[src/rtl/cfg_stream_pkg.sv]
package cfg_stream_pkg;
  localparam int BYTE_W    = 8;
  localparam int BIT_IDX_W = $clog2(BYTE_W);
  localparam int NUM_PAGES = 4;

  typedef enum logic [2:0] {
    M_POR   = 3'd0,  // power-on interval: hold at base
    M_PROG  = 3'd1,  // programming mode: hold position
    M_CLEAR = 3'd2,  // reset/oe low: reload base
    M_RUN   = 3'd3,  // selected and enabled
    M_HOLD  = 3'd4   // standby
  } rd_mode_e;
endpackage

[src/rtl/cfg_por_timer.sv]
module cfg_por_timer #(
  parameter int POR_CYCLES = 8
) (
  input  logic clk_i,
  input  logic rst_ni,
  output logic ready_o
);
  generate
    if (POR_CYCLES == 0) begin : g_none
      logic rdy_q;
      always_ff @(posedge clk_i or negedge rst_ni) begin
        if (!rst_ni) rdy_q <= 1'b0;
        else         rdy_q <= 1'b1;
      end
      assign ready_o = rdy_q;
    end else begin : g_cnt
      localparam int CW = $clog2(POR_CYCLES + 1);
      logic [CW-1:0] cnt_q;
      always_ff @(posedge clk_i or negedge rst_ni) begin
        if (!rst_ni)                        cnt_q <= '0;
        else if (cnt_q != CW'(POR_CYCLES))  cnt_q <= cnt_q + 1'b1;
      end
      assign ready_o = (cnt_q == CW'(POR_CYCLES));
    end
  endgenerate
endmodule

[src/rtl/cfg_region_sel.sv]
module cfg_region_sel #(
  parameter int DEPTH = 64,
  parameter int AW    = $clog2(DEPTH)
) (
  input  logic          page_en_i,
  input  logic [1:0]    page_sel_i,
  output logic [AW-1:0] base_o,
  output logic [AW-1:0] last_o
);
  import cfg_stream_pkg::*;
  localparam int PAGE = DEPTH / NUM_PAGES;

  generate
    if (DEPTH % NUM_PAGES != 0) begin : g_bad_depth
      $error("DEPTH must be a multiple of four");
    end
  endgenerate

  logic [AW-1:0] base_tbl [NUM_PAGES];
  for (genvar p = 0; p < NUM_PAGES; p++) begin : g_page
    assign base_tbl[p] = AW'(p * PAGE);
  end

  always_comb begin
    if (page_en_i) begin
      base_o = base_tbl[page_sel_i];
      last_o = base_tbl[page_sel_i] + AW'(PAGE - 1);
    end else begin
      base_o = '0;
      last_o = AW'(DEPTH - 1);
    end
  end
endmodule

[src/rtl/cfg_read_counter.sv]
module cfg_read_counter #(
  parameter int DEPTH = 64,
  parameter int AW    = $clog2(DEPTH)
) (
  input  logic                                clk_i,
  input  logic                                rst_ni,
  input  cfg_stream_pkg::rd_mode_e            mode_i,
  input  logic [AW-1:0]                       base_i,
  input  logic [AW-1:0]                       last_i,
  output logic [AW-1:0]                       addr_o,
  output logic [cfg_stream_pkg::BIT_IDX_W-1:0] bit_o,
  output logic                                done_o
);
  import cfg_stream_pkg::*;

  logic [AW-1:0]        addr_q, last_q;
  logic [BIT_IDX_W-1:0] bit_q;
  logic                 done_q;
  logic                 byte_end;

  assign byte_end = (bit_q == BIT_IDX_W'(BYTE_W - 1));

  always_ff @(posedge clk_i or negedge rst_ni) begin
    if (!rst_ni) begin
      addr_q <= '0;
      last_q <= AW'(DEPTH - 1);
      bit_q  <= '0;
      done_q <= 1'b0;
    end else begin
      unique case (mode_i)
        M_POR, M_CLEAR: begin
          addr_q <= base_i;
          last_q <= last_i;
          bit_q  <= '0;
          done_q <= 1'b0;
        end
        M_RUN: begin
          if (!done_q) begin
            bit_q <= bit_q + 1'b1;
            if (byte_end) begin
              // region end: keep the address, flag completion
              if (addr_q == last_q) done_q <= 1'b1;
              else                  addr_q <= addr_q + 1'b1;
            end
          end
        end
        default: ;
      endcase
    end
  end

  assign addr_o = addr_q;
  assign bit_o  = bit_q;
  assign done_o = done_q;
endmodule

[src/rtl/cfg_bit_array.sv]
module cfg_bit_array #(
  parameter int DEPTH = 64,
  parameter int AW    = $clog2(DEPTH)
) (
  input  logic                                clk_i,
  input  logic                                we_i,
  input  logic [AW-1:0]                       waddr_i,
  input  logic [cfg_stream_pkg::BYTE_W-1:0]    wdata_i,
  input  logic [AW-1:0]                       raddr_i,
  input  logic [cfg_stream_pkg::BIT_IDX_W-1:0] bit_idx_i,
  output logic                                bit_o
);
  import cfg_stream_pkg::*;

  logic [BYTE_W-1:0]    mem_q [DEPTH];
  logic [BYTE_W-1:0]    rd_word;
  logic [BIT_IDX_W-1:0] msb_idx;

  always_ff @(posedge clk_i) begin
    if (we_i && (int'(waddr_i) < DEPTH)) mem_q[waddr_i] <= wdata_i;
  end

  assign rd_word = mem_q[raddr_i];
  assign msb_idx = BIT_IDX_W'(BYTE_W - 1) - bit_idx_i;  // MSB first
  assign bit_o   = rd_word[msb_idx];
endmodule

[src/rtl/cfg_stream_rd.sv]
module cfg_stream_rd #(
  parameter  int DEPTH      = 64,
  parameter  int POR_CYCLES = 8,
  localparam int AW         = $clog2(DEPTH)
) (
  input  logic          clk_i,
  input  logic          rst_ni,
  input  logic          ce_ni,
  input  logic          rst_oe_i,
  input  logic          ser_en_i,
  input  logic          page_en_i,
  input  logic [1:0]    page_sel_i,
  input  logic          mem_wr_i,
  input  logic [AW-1:0] mem_addr_i,
  input  logic [7:0]    mem_wdata_i,
  output logic          data_o,
  output logic          data_oe_o,
  output logic          ceo_no,
  output logic          ready_o
);
  import cfg_stream_pkg::*;

  logic                 ready;
  rd_mode_e             mode;
  logic [AW-1:0]        base, last, addr;
  logic [BIT_IDX_W-1:0] bit_idx;
  logic                 done, arr_bit;

  cfg_por_timer #(.POR_CYCLES(POR_CYCLES)) u_por (
    .clk_i  (clk_i),
    .rst_ni (rst_ni),
    .ready_o(ready)
  );

  cfg_region_sel #(.DEPTH(DEPTH), .AW(AW)) u_region (
    .page_en_i (page_en_i),
    .page_sel_i(page_sel_i),
    .base_o    (base),
    .last_o    (last)
  );

  always_comb begin
    if (!ready)          mode = M_POR;
    else if (!ser_en_i)  mode = M_PROG;
    else if (!rst_oe_i)  mode = M_CLEAR;
    else if (!ce_ni)     mode = M_RUN;
    else                 mode = M_HOLD;
  end

  cfg_read_counter #(.DEPTH(DEPTH), .AW(AW)) u_cnt (
    .clk_i (clk_i),
    .rst_ni(rst_ni),
    .mode_i(mode),
    .base_i(base),
    .last_i(last),
    .addr_o(addr),
    .bit_o (bit_idx),
    .done_o(done)
  );

  cfg_bit_array #(.DEPTH(DEPTH), .AW(AW)) u_arr (
    .clk_i    (clk_i),
    .we_i     (mem_wr_i && !ser_en_i),
    .waddr_i  (mem_addr_i),
    .wdata_i  (mem_wdata_i),
    .raddr_i  (addr),
    .bit_idx_i(bit_idx),
    .bit_o    (arr_bit)
  );

  assign data_oe_o = (mode == M_RUN) && !done;
  assign data_o    = data_oe_o && arr_bit;
  assign ceo_no    = !((mode == M_RUN) && done);
  assign ready_o   = ready;
endmodule

[config.mk]
export PLATFORM = sky130hd
export DESIGN_NAME = cfg_stream_rd
export DESIGN_NICKNAME = d
export VERILOG_FILES = /design/src/rtl/cfg_stream_pkg.sv /design/src/rtl/cfg_por_timer.sv /design/src/rtl/cfg_region_sel.sv /design/src/rtl/cfg_read_counter.sv /design/src/rtl/cfg_bit_array.sv /design/src/rtl/cfg_stream_rd.sv
export SDC_FILE = /design/constraint.sdc
export NUM_CORES = 1
export LEC_CHECK = 0
export BUFFER_PORTS_ARGS = -buffer_cell sky130_fd_sc_hd__clkbuf_2
export CAP_MARGIN = 20
export CORE_MARGIN = 2
export CORE_UTILIZATION = 50
export DETAILED_ROUTE_END_ITERATION = 16
export PLACE_DENSITY = 0.66
export SYNTH_ARGS = -nofsm -noshare
export SYNTH_HDL_FRONTEND = slang
export SYNTH_SLANG_ARGS = --single-unit
[constraint.sdc]
create_clock -name clk_i -period 2.8 [get_ports clk_i]
set_input_delay 0.14 -clock clk_i [delete_from_list [all_inputs] [get_ports clk_i]]
set_output_delay 0.14 -clock clk_i [all_outputs]
set_load 0.02 [all_outputs]
==> flow_summary.ini <==
[floorplanning]
dieHeight_um = 209.1
rows = 75
start_util_pct = 50.39
die_w_um = 209.1
coreArea_um2 = 41760
dieArea_um2 = 43740
ios = 27

[yosys]
synth_top_area_share_pct = 73.07
synth_mux_area_share_pct = 13.68
synth_simple_gate_area_share_pct = 3.949
ys_types = 60
synth_top_family_by_area = multiplexers
synth_seq_cells = 528
yosys_warnings = 0
synthArstFlopShare_pct = 3.030
ys.flop_type = edfxtp_1
synth_fp_nets = 1150
synth.cell_area_um2 = 21040
synth_edf_count = 512
synthTopCellsByArea = edfxtp_1 (73%), mux4_2 (8.6%), mux2i_1 (4.0%)
synthXorXnorAreaFrac_pct = 0.2914
ys_seq_area_share_pct = 74.99
synth_compound_area_share_pct = 4.656
synth-adder-area-share_pct = 0.2973
synth_area_per_cell_um2 = 18.75
netlist_instances = 1122
synth_area_leader_cell = edfxtp_1

[finish]
nNetsFinal = 1364
final_layout_size_suffix_gt1_share_pct = 31.59
seqCellArea_um2 = 15790
syn2layout_area_growth_pct = 19.57
fillers = 2956
antennaDiodeCount = 0
multiInputGateArea_um2 = 5079

[clocking]
clock_path_buffers = 3
clock_sinks = 528
cts-root-buf = clkbuf_16
htree_levels = 2
insertion_delay_ns = 0.59
cts_tree = yes
numCtsBuffers = 52
path_clk_slew_ns = 0.06

[route]
drt_iter0_drc = 1262
routed_wl_um = 51530
vias = 11550
drc_errors = 0
wl_per_cell_um = 26.94
ant_nets = 0
drt-vias-per-instance = 6.037
firstDrtPassIters = 6

[power_and_ir_drop]
leakage_nw = 8.138
p_per_area_nw_per_um2 = 647.1
p_total_w = 0.01628
vdd_drop_max_v = 0.0003795

[timing]
whs_ns = 0.05499
hold_violations = 0
layout_min_cycle_time_ns = 3.478
clock.fmax_mhz = 287.6
setup_violations = 1
slew_violations = 0
period_share_pct = 124.2
worstMarginPinSlew_ns = 0.9719
slew-limit-headroom_pct = 35.21
worst_slack_ns = -0.6776
clock_skew_ns = 0.01711
rsz0062_at_grt = yes

[run_status]
violations = setup timing
outcome = finished, violations left

[grt]
grt_max_degree = 49
grt-ovfl-total = 0
antenna_found_initial = 0
grtUsageTotal_pct = 24.06
grt_pass1_vias = 11700
grt_first_pass_wirelength_um = 75970

[worst_setup_path]
crit_path_start_kind = register
crit_required_ns = 2.66
critPathArrivalTime_ns = 3.34
crit_path_max_fanout = 9
cp-end-kind = primary output
crit_type = register to primary output

[job]
drv_cap = 0

[placement]
dp_hpwl_um = 32870
portBuffers = 26
gp_congestion = 0.9681

[hold_path]
hold_class = primary input to asynchronous set/reset pin
==> repair_timing <==
action                                  in CTS  in global routing
endpoints found under the setup margin       1                  2
buffers inserted                             5                  5
hold buffers                                 6                  0
endpoints found under the hold margin       20                  0
pin swaps                                   18                  5
resized for setup                           61                  7
cloned                                       5                  0
==> cells in the final DEF, fill, tap and decap left out, types with 6 or more instances in the layout <==
cell           instances
clkinv_2               9
edfxtp_1             512
o21ai_0               12
buf_12                15
clkbuf_1              10
mux2i_1               81
nor3_1                 7
xnor2_1                6
dfrtp_1               11
o221ai_1              16
a211oi_1              11
clkinv_1              10
nor2_1                87
clkbuf_16             53
nor2b_1                8
mux4_2                80
a31oi_1                7
nand3_1                7
nand2b_1               6
dlygate4sd3_1          6
inv_1                  9
nand2_1               44
o22ai_1               20
mux2_2                20
a21oi_1               19
clkbuf_2              25
buf_4                163
==> routing by layer <==
metal	track usage [%]	part of all wire, %
met5	0	0
met2	36.30	46
met1	34.30	42
met3	5.786	8.9
met4	9.286	3.4
==> state kept, by name, indices dropped and copies added, names as in the netlist <==
signal             cells
u_arr.mem_q          512
u_cnt.addr_o           6
u_cnt.bit_o            3
u_cnt.done_o           1
u_cnt.last_q           2
u_por.g_cnt.cnt_q      4
==> final timing paths <==
path                                        end  slack [ns]                 start  cells after the start
setup / recovery                         data_o       -0.68       u_cnt.addr_o[0]                     11
hold / removal             u_por.g_cnt.cnt_q[0]        0.05                rst_ni                      2
setup reg to reg                u_cnt.addr_o[0]        0.42  u_por.g_cnt.cnt_q[0]                      9
min in group clk_i              u_cnt.addr_o[5]        0.06         page_sel_i[1]                      4
max in group asynchronous       u_cnt.addr_o[1]        2.37                rst_ni                      2
hold reg to reg            u_por.g_cnt.cnt_q[3]        0.49  u_por.g_cnt.cnt_q[3]                      1
==> area by class of cell <==
cell class,instances,area share (%)
Clock buffer,67,5.640
Clock inverter,25,0.6963
Inverter,10,0.1492
Multi-Input combinational cell,522,20.19
Sequential cell,528,62.75
Tap cell,539,2.681
Timing Repair Buffer,222,7.898
==> report_power, final <==
part | internal [W] | switching (W) | leakage, nW | total, W
logic | 0.000426 | 0.000567 | 2.55 | 0.000992
registers | 0.00871 | 0.0000222 | 4.80 | 0.00873
clock network | 0.00374 | 0.00282 | 0.781 | 0.00656
total | 0.0129 | 0.00341 | 8.14 | 0.0163
==> kinds of logic after synthesis <==
| logic type | after synthesis |
|---|---|
| and+or+nand+nor | 186 |
| AOI/OAI and AO/OA | 139 |
| xor gates and xnor gates | 7 |
| DFF | 528 |
| muxes | 185 |
| buffers and inverters | 72 |
| adders and majority gates | 5 |
==> Yosys cell counts, drive strengths merged (2+ instances only) <==
master and instances:
o21a 2, o31ai 2, o221ai 20, mux4 80, a221oi 4, or3 4, a211oi 12, buf 34
a31oi 8, inv 10, nor2 88, nand2 45, or3b 2, nand3 7, dfrtp 14, nor2b 8
nand4 4, and2 2, ha 5, o211ai 2, nand2b 6, mux2 20, o2111ai 2, nand3b 4
mux2i 85, a22oi 2, xnor2 6, a21oi 22, nor3 8, a2111oi 13, nor4 2, clkbuf 28
o22a 2, nor3b 2, o21ai 20, edfxtp 512, o22ai 23, dfstp 2, and3 2
==> worst max-delay path: stages (launching register included) <==
cell and delay, ns:
dfrtp_4 0.50, buf_12 0.17, buf_16 0.15, buf_4 0.14, buf_4 0.14, mux4_2 0.36, mux2i_1 0.10, o21ai_2 0.16
nand4_1 0.13, a2111o_1 0.44, o32ai_4 0.22, clkbuf_8 0.22
==> per-stage QoR <==
stage / setup TNS [ns] / util [%] / cells / worst slack [ns] / instance area, µm²
after floorplan: 0 / - / 1122 / 0.1647 / 21040
after global placement: -0.5053 / 54.93 / 1801 / -0.5053 / 22940
after detailed placement: -0.5422 / 54.93 / 1801 / -0.5422 / 22940
after CTS: -0.6638 / 60.00 / 1907 / -0.6638 / 25060
after global routing: -0.7587 / 60.25 / 1913 / -0.7587 / 25160
final: -0.6776 / 60.25 / 1913 / -0.6776 / 25160
No activity file was read; power rests on OpenSTA's default activity.
